<file path="config.mk">
export PLATFORM = sky130hd
export DESIGN_NAME = testwave_sampler
export DESIGN_NICKNAME = d
export VERILOG_FILES = /design/src/rtl/testwave_pkg.sv /design/src/rtl/tri_stepper.sv /design/src/rtl/square_stepper.sv /design/src/rtl/echo_capture.sv /design/src/rtl/testwave_sampler.sv
export SDC_FILE = /design/constraint.sdc
export NUM_CORES = 1
export LEC_CHECK = 0
export BUFFER_PORTS_ARGS = -buffer_cell sky130_fd_sc_hd__buf_4
export CORE_ASPECT_RATIO = 1.5
export CORE_MARGIN = 4
export CORE_UTILIZATION = 45
export CTS_BUF_LIST = sky130_fd_sc_hd__clkbuf_4 sky130_fd_sc_hd__clkbuf_8
export DETAILED_ROUTE_END_ITERATION = 8
export PLACE_DENSITY = 0.81
export SLEW_MARGIN = 20
export SYNTH_ARGS = -nofsm -noshare
export SYNTH_HDL_FRONTEND = slang
export SYNTH_HIERARCHICAL = 1
export SYNTH_SLANG_ARGS = --single-unit
</file>
<file path="constraint.sdc">
create_clock -name clk -period 3.6 [get_ports clk]
set_input_delay 0.36 -clock clk [delete_from_list [all_inputs] [get_ports clk]]
set_output_delay 0.36 -clock clk [all_outputs]
set_load 0.02 [all_outputs]
</file>
<file path="src/rtl/testwave_pkg.sv">
`timescale 1ns/1ps
package testwave_pkg;
    localparam int unsigned SAMPLE_W   = 12;
    localparam int unsigned ECHO_W     = 32;
    localparam int unsigned ECHO_LSB   = 4;
    localparam int unsigned TRI_STEP   = 204;
    localparam int unsigned TRI_PEAK   = 4080;
    localparam int unsigned SQ_LOW     = 'h333;
    localparam int unsigned SQ_HIGH    = 'hCCD;
    localparam int unsigned SQ_CNT_W   = 8;
    localparam int unsigned SQ_SEL_BIT = 1;
    localparam int unsigned COUNT_W    = 16;
    localparam int unsigned ACT_W      = 8;

    typedef logic [SAMPLE_W-1:0] sample_t;

    typedef enum logic {SLOPE_UP = 1'b0, SLOPE_DOWN = 1'b1} slope_e;

    typedef struct packed {
        sample_t tri_v;
        sample_t sq_v;
        sample_t echo_v;
    } chan_set_t;

    function automatic sample_t code_field(input logic [ECHO_W-1:0] word);
        return word[ECHO_LSB +: SAMPLE_W];
    endfunction
endpackage

</file>
<file path="src/rtl/tri_stepper.sv">
`timescale 1ns/1ps
module tri_stepper
    import testwave_pkg::*;
#(
    parameter int unsigned W    = SAMPLE_W,
    parameter int unsigned STEP = TRI_STEP,
    parameter int unsigned PEAK = TRI_PEAK
) (
    input  logic         clk,
    input  logic         rst,
    input  logic         adv,
    output logic [W-1:0] level
);
    localparam logic [W-1:0] STEP_V = W'(STEP);
    localparam logic [W-1:0] PEAK_V = W'(PEAK);

    slope_e       dir;
    logic [W-1:0] nxt;

    always_comb begin
        if (dir == SLOPE_DOWN) nxt = level - STEP_V;
        else                   nxt = level + STEP_V;
    end

    always_ff @(posedge clk) begin
        if (rst) begin
            level <= '0;
            dir   <= SLOPE_UP;
        end else if (adv) begin
            level <= nxt;
            if (dir == SLOPE_UP && nxt == PEAK_V)
                dir <= SLOPE_DOWN;
            else if (dir == SLOPE_DOWN && nxt == '0)
                dir <= SLOPE_UP;
        end
    end
endmodule

</file>
<file path="src/rtl/square_stepper.sv">
`timescale 1ns/1ps
module square_stepper
    import testwave_pkg::*;
#(
    parameter int unsigned W     = SAMPLE_W,
    parameter int unsigned CW    = SQ_CNT_W,
    parameter int unsigned SEL   = SQ_SEL_BIT,
    parameter int unsigned LOW   = SQ_LOW,
    parameter int unsigned HIGH  = SQ_HIGH
) (
    input  logic         clk,
    input  logic         rst,
    input  logic         adv,
    output logic [W-1:0] level
);
    localparam logic [W-1:0] LOW_V  = W'(LOW);
    localparam logic [W-1:0] HIGH_V = W'(HIGH);

    logic [CW-1:0] phase;

    always_ff @(posedge clk) begin
        if (rst) begin
            level <= '0;
            phase <= '0;
        end else if (adv) begin
            level <= phase[SEL] ? HIGH_V : LOW_V;
            phase <= phase + 1'b1;
        end
    end
endmodule

</file>
<file path="src/rtl/echo_capture.sv">
`timescale 1ns/1ps
module echo_capture
    import testwave_pkg::*;
(
    input  logic              clk,
    input  logic              rst,
    input  logic              adv,
    input  logic [ECHO_W-1:0] word,
    output sample_t           level
);
    logic unused_bits;
    assign unused_bits = ^{word[ECHO_W-1:ECHO_LSB+SAMPLE_W], word[ECHO_LSB-1:0]};

    always_ff @(posedge clk) begin
        if (rst)      level <= '0;
        else if (adv) level <= code_field(word);
    end
endmodule

</file>
<file path="src/rtl/testwave_sampler.sv">
`timescale 1ns/1ps
module testwave_sampler
    import testwave_pkg::*;
(
    input  logic                clk,
    input  logic                rst,
    input  logic                tick,
    input  logic [ECHO_W-1:0]   echo_word,
    output logic [SAMPLE_W-1:0] tri_out,
    output logic [SAMPLE_W-1:0] sq_out,
    output logic [SAMPLE_W-1:0] echo_out,
    output logic [COUNT_W-1:0]  sample_count,
    output logic [ACT_W-1:0]    activity,
    output logic                valid
);
    localparam int unsigned ACT_LSB = COUNT_W - ACT_W;

    chan_set_t chans;

    tri_stepper #(.W(SAMPLE_W), .STEP(TRI_STEP), .PEAK(TRI_PEAK)) u_tri (
        .clk(clk), .rst(rst), .adv(tick), .level(chans.tri_v)
    );

    square_stepper #(.W(SAMPLE_W), .CW(SQ_CNT_W), .SEL(SQ_SEL_BIT),
                     .LOW(SQ_LOW), .HIGH(SQ_HIGH)) u_sq (
        .clk(clk), .rst(rst), .adv(tick), .level(chans.sq_v)
    );

    echo_capture u_echo (
        .clk(clk), .rst(rst), .adv(tick), .word(echo_word), .level(chans.echo_v)
    );

    always_ff @(posedge clk) begin
        if (rst) begin
            sample_count <= '0;
            valid        <= 1'b0;
        end else begin
            valid <= tick;
            if (tick) sample_count <= sample_count + 1'b1;
        end
    end

    assign tri_out  = chans.tri_v;
    assign sq_out   = chans.sq_v;
    assign echo_out = chans.echo_v;
    assign activity = sample_count[ACT_LSB +: ACT_W];
endmodule

</file>
==> metrics.csv <==
metric;value;unit
status;finished clean;
area share of the largest cell type after synthesis;37.2;%
Design Power;1140;uW
largest net degree at the start of global routing;50;
critical path class;reg -> reg;
post-DP HPWL;3860;um
Antenna Nets Post-Route;0;
Worst Path Arrival;2.84;ns
Synth area leader;dfxtp_1;
final hold viol count;0;
fraction of layout cells with a size suffix above 1;30.8;%
sequential fraction of the synthesis area;37.2;%
Critical Path RT;3.77;ns
first-pass detailed-route iteration total;6;
post-synthesis cell area;0.00242;mm^2
Clock Pin Slew Worst Setup and Hold Paths;0.08;ns
crit path launch;u_tri/dir$_SDFFE_PP0P_;
CP Launch Type;flip-flop;
Top FF cell, synth;dfxtp_1;
slack of the worst reg-to-reg path;0.93;ns
RSZ-0062 raised after global routing;false;
CP peak stage delay;0.55;ns
n_diodes;0;
Leak;0.00134;uW
Slowest-stage cell, CP;dfxtp_1;
skew final;0.00730;ns
vias;1980;
GRT Total Usage;16.5;%
hold_buf cts;0;
hold path startpoint;echo_word[7];
Setup TNS Final;0;ns
crit share post-route;74.2;%
drt drc;0;
Cell Pwr Density;383;mW/mm^2
1st-iter DRT viols;145;
number of setup buffers added after CTS;0;
register bit total from synthesis;45;
worst slew pin tran;0.532;ns
synth unique cells;53;
CTS sink count;45;
core area;0.00516;mm^2
CP most frequent cell;a211oi_2;
first-pass GRT wire length;8780;um
Starting Density;46.8;%
Max FO, Critical Path;8;
final net count;360;
RePlAce Congestion;0.876;
Final Max Tran Viols;0;
Area Growth Syn to Fin;22.8;%
post-synthesis instance total;262;
WHS;0.304;ns
cells along the critical path;inv_1, ha_1, a211oi_2, o31ai_1, nor4_1, a211oi_2, o41ai_1, a21oi_1;
FFs w/ async S/R, synth;0;%
DR WL/cell;13.7;um
Max-Cap Viols;0;
vias in the first global route;1903;
most area-consuming cells after synthesis;dfxtp_1 37%, mux2i_1 7.0%, nor2_1 7.0%;
Synth Area per Inst;9.23;um^2
total grt overflow;0;
initial antenna violation count;0;
Die Wd;67.9;um
Longest Clk Path Bufs;2;
# rows;32;
port bufs;73;
Buf/Inv on CP;1;
H-tree Lvls;2;
io pins;96;
DRT Wirelength;5230;um
Final Setup Violations;0;
Max rail drop VDD;217;uV
element type at the critical path end;flip-flop;
Max-slew headroom;64.5;%
Die H;97.8;um
post-CTS sizing;0;
synth warn;6;
total CTS buffers;5;
Die ar.;0.00664;mm^2
CTS tree;yes;
fmax;0.374;GHz
number of vias per cell;5.17;
Post-synth EDFFs;0;
min cycle time layout;2.67;ns
family with the most delay on the worst path;compound AO/OA/AOI/OAI gates;
Root Buffer;clkbuf_8;
R2R Path Start;u_tri/dir$_SDFFE_PP0P_;
worst hold path class;in -> reg;
clk_lat worst skew;0.29;ns
==> sequential cells by signal, summed over array words and instances (netlist names) <==
name,count
u_echo/level,12
u_tri/dir,1
u_sq/level,3
u_sq/phase,2
u_tri/level,10
sample_count,16
valid,1
==> worst register-to-register path: cells and delay by family (launching register included) <==
family / cells / cell delay [ns]
buf+inv: 1 / 0.23
compound gates: 5 / 1.11
simple gates: 1 / 0.32
flops: 1 / 0.55
fa+ha+maj: 1 / 0.36
==> cell usage after synthesis, types with 2 or more instances <==
| library cell | n |
|---|---|
| nand2_1 | 10 |
| nor2b_1 | 4 |
| o211ai_1 | 3 |
| a21o_1 | 2 |
| a211oi_2 | 2 |
| buf_4 | 20 |
| a21oi_1 | 10 |
| ha_1 | 10 |
| clkbuf_1 | 5 |
| nor4_1 | 6 |
| buf_6 | 3 |
| nand3_1 | 6 |
| nor2_1 | 45 |
| or3_1 | 2 |
| o21ai_0 | 3 |
| nor3_1 | 6 |
| mux2_2 | 2 |
| xor2_1 | 7 |
| dfxtp_1 | 45 |
| a21boi_0 | 2 |
| o41ai_1 | 2 |
| inv_1 | 5 |
| nand4_4 | 2 |
| a221o_1 | 2 |
| o21bai_1 | 2 |
| nand4_1 | 3 |
| a211oi_1 | 2 |
| mux2i_1 | 17 |
| xnor2_1 | 10 |
==> layout make-up <==
cell class / count / area [um^2]
timing repair buffer: 73 / 548
fill: 476 / 2200
clock inverter: 2 / 37.5
sequential: 45 / 901
multi-input combinational: 184 / 1300
clock buffer: 6 / 82.6
inverter: 5 / 18.8
tap: 68 / 85.1
==> where the power goes <==
part           leakage (uW)  internal (uW)  switching (uW)
logic              0.000914           89.9             115
clock network     0.0000574            226             163
registers          0.000368            521            22.4
total               0.00134            837             300
==> layer usage <==
metal / wire length, um / track usage (%) / vias to the layer above
li1: - / - / 997
met5: 0 / 0 / -
met3: 352 / 3.45 / 8
met2: 2740 / 29.2 / 59
met1: 2060 / 19.3 / 916
met4: 80 / 4.90 / 0
==> per-stage QoR <==
step                      util, %  std cells  setup WS, ns  instance area [um^2]
after detailed placement     55.2        375         0.950                  2850
after floorplan                 -        263          1.31                  2420
after global placement       55.2        375          1.02                  2850
after CTS                    57.5        383         0.929                  2970
after global routing         57.5        383         0.648                  2970
final                        57.5        383         0.929                  2970
==> cell usage in the layout (no fill, tap or decap), types with 7 or more instances in the layout <==
cell and instances:
buf_4 73, nor2_1 45, ha_1 10, nand2_1 10, xnor2_1 10, dfxtp_1 45
a21oi_1 10, xor2_1 7, mux2i_1 17
==> path summary, 6_finish.rpt <==
check                                                    end  cells after the start
worst max-delay path                  u_tri/dir$_SDFFE_PP0P_                      8
worst min-delay path            u_echo/level[3]$_SDFFE_PP0P_                      3
worst max register to register        u_tri/dir$_SDFFE_PP0P_                      8
worst min register to register    u_sq/level[0]$_SDFFE_PP0P_                      2
==> logic make-up after synthesis <==
logic type / after synthesis / share of synthesized area, %
AOI/OAI and AO/OA: 38 / 11.6
xor gates and xnor gates: 17 / 6.16
adders and majority gates: 11 / 6.00
buffers and inverters: 34 / 9.31
DFF: 45 / 37.2
muxes: 19 / 7.97
other: 1 / 0.155
and+or+nand+nor: 97 / 21.6
Note: power is estimated with default switching activity, not from simulation.
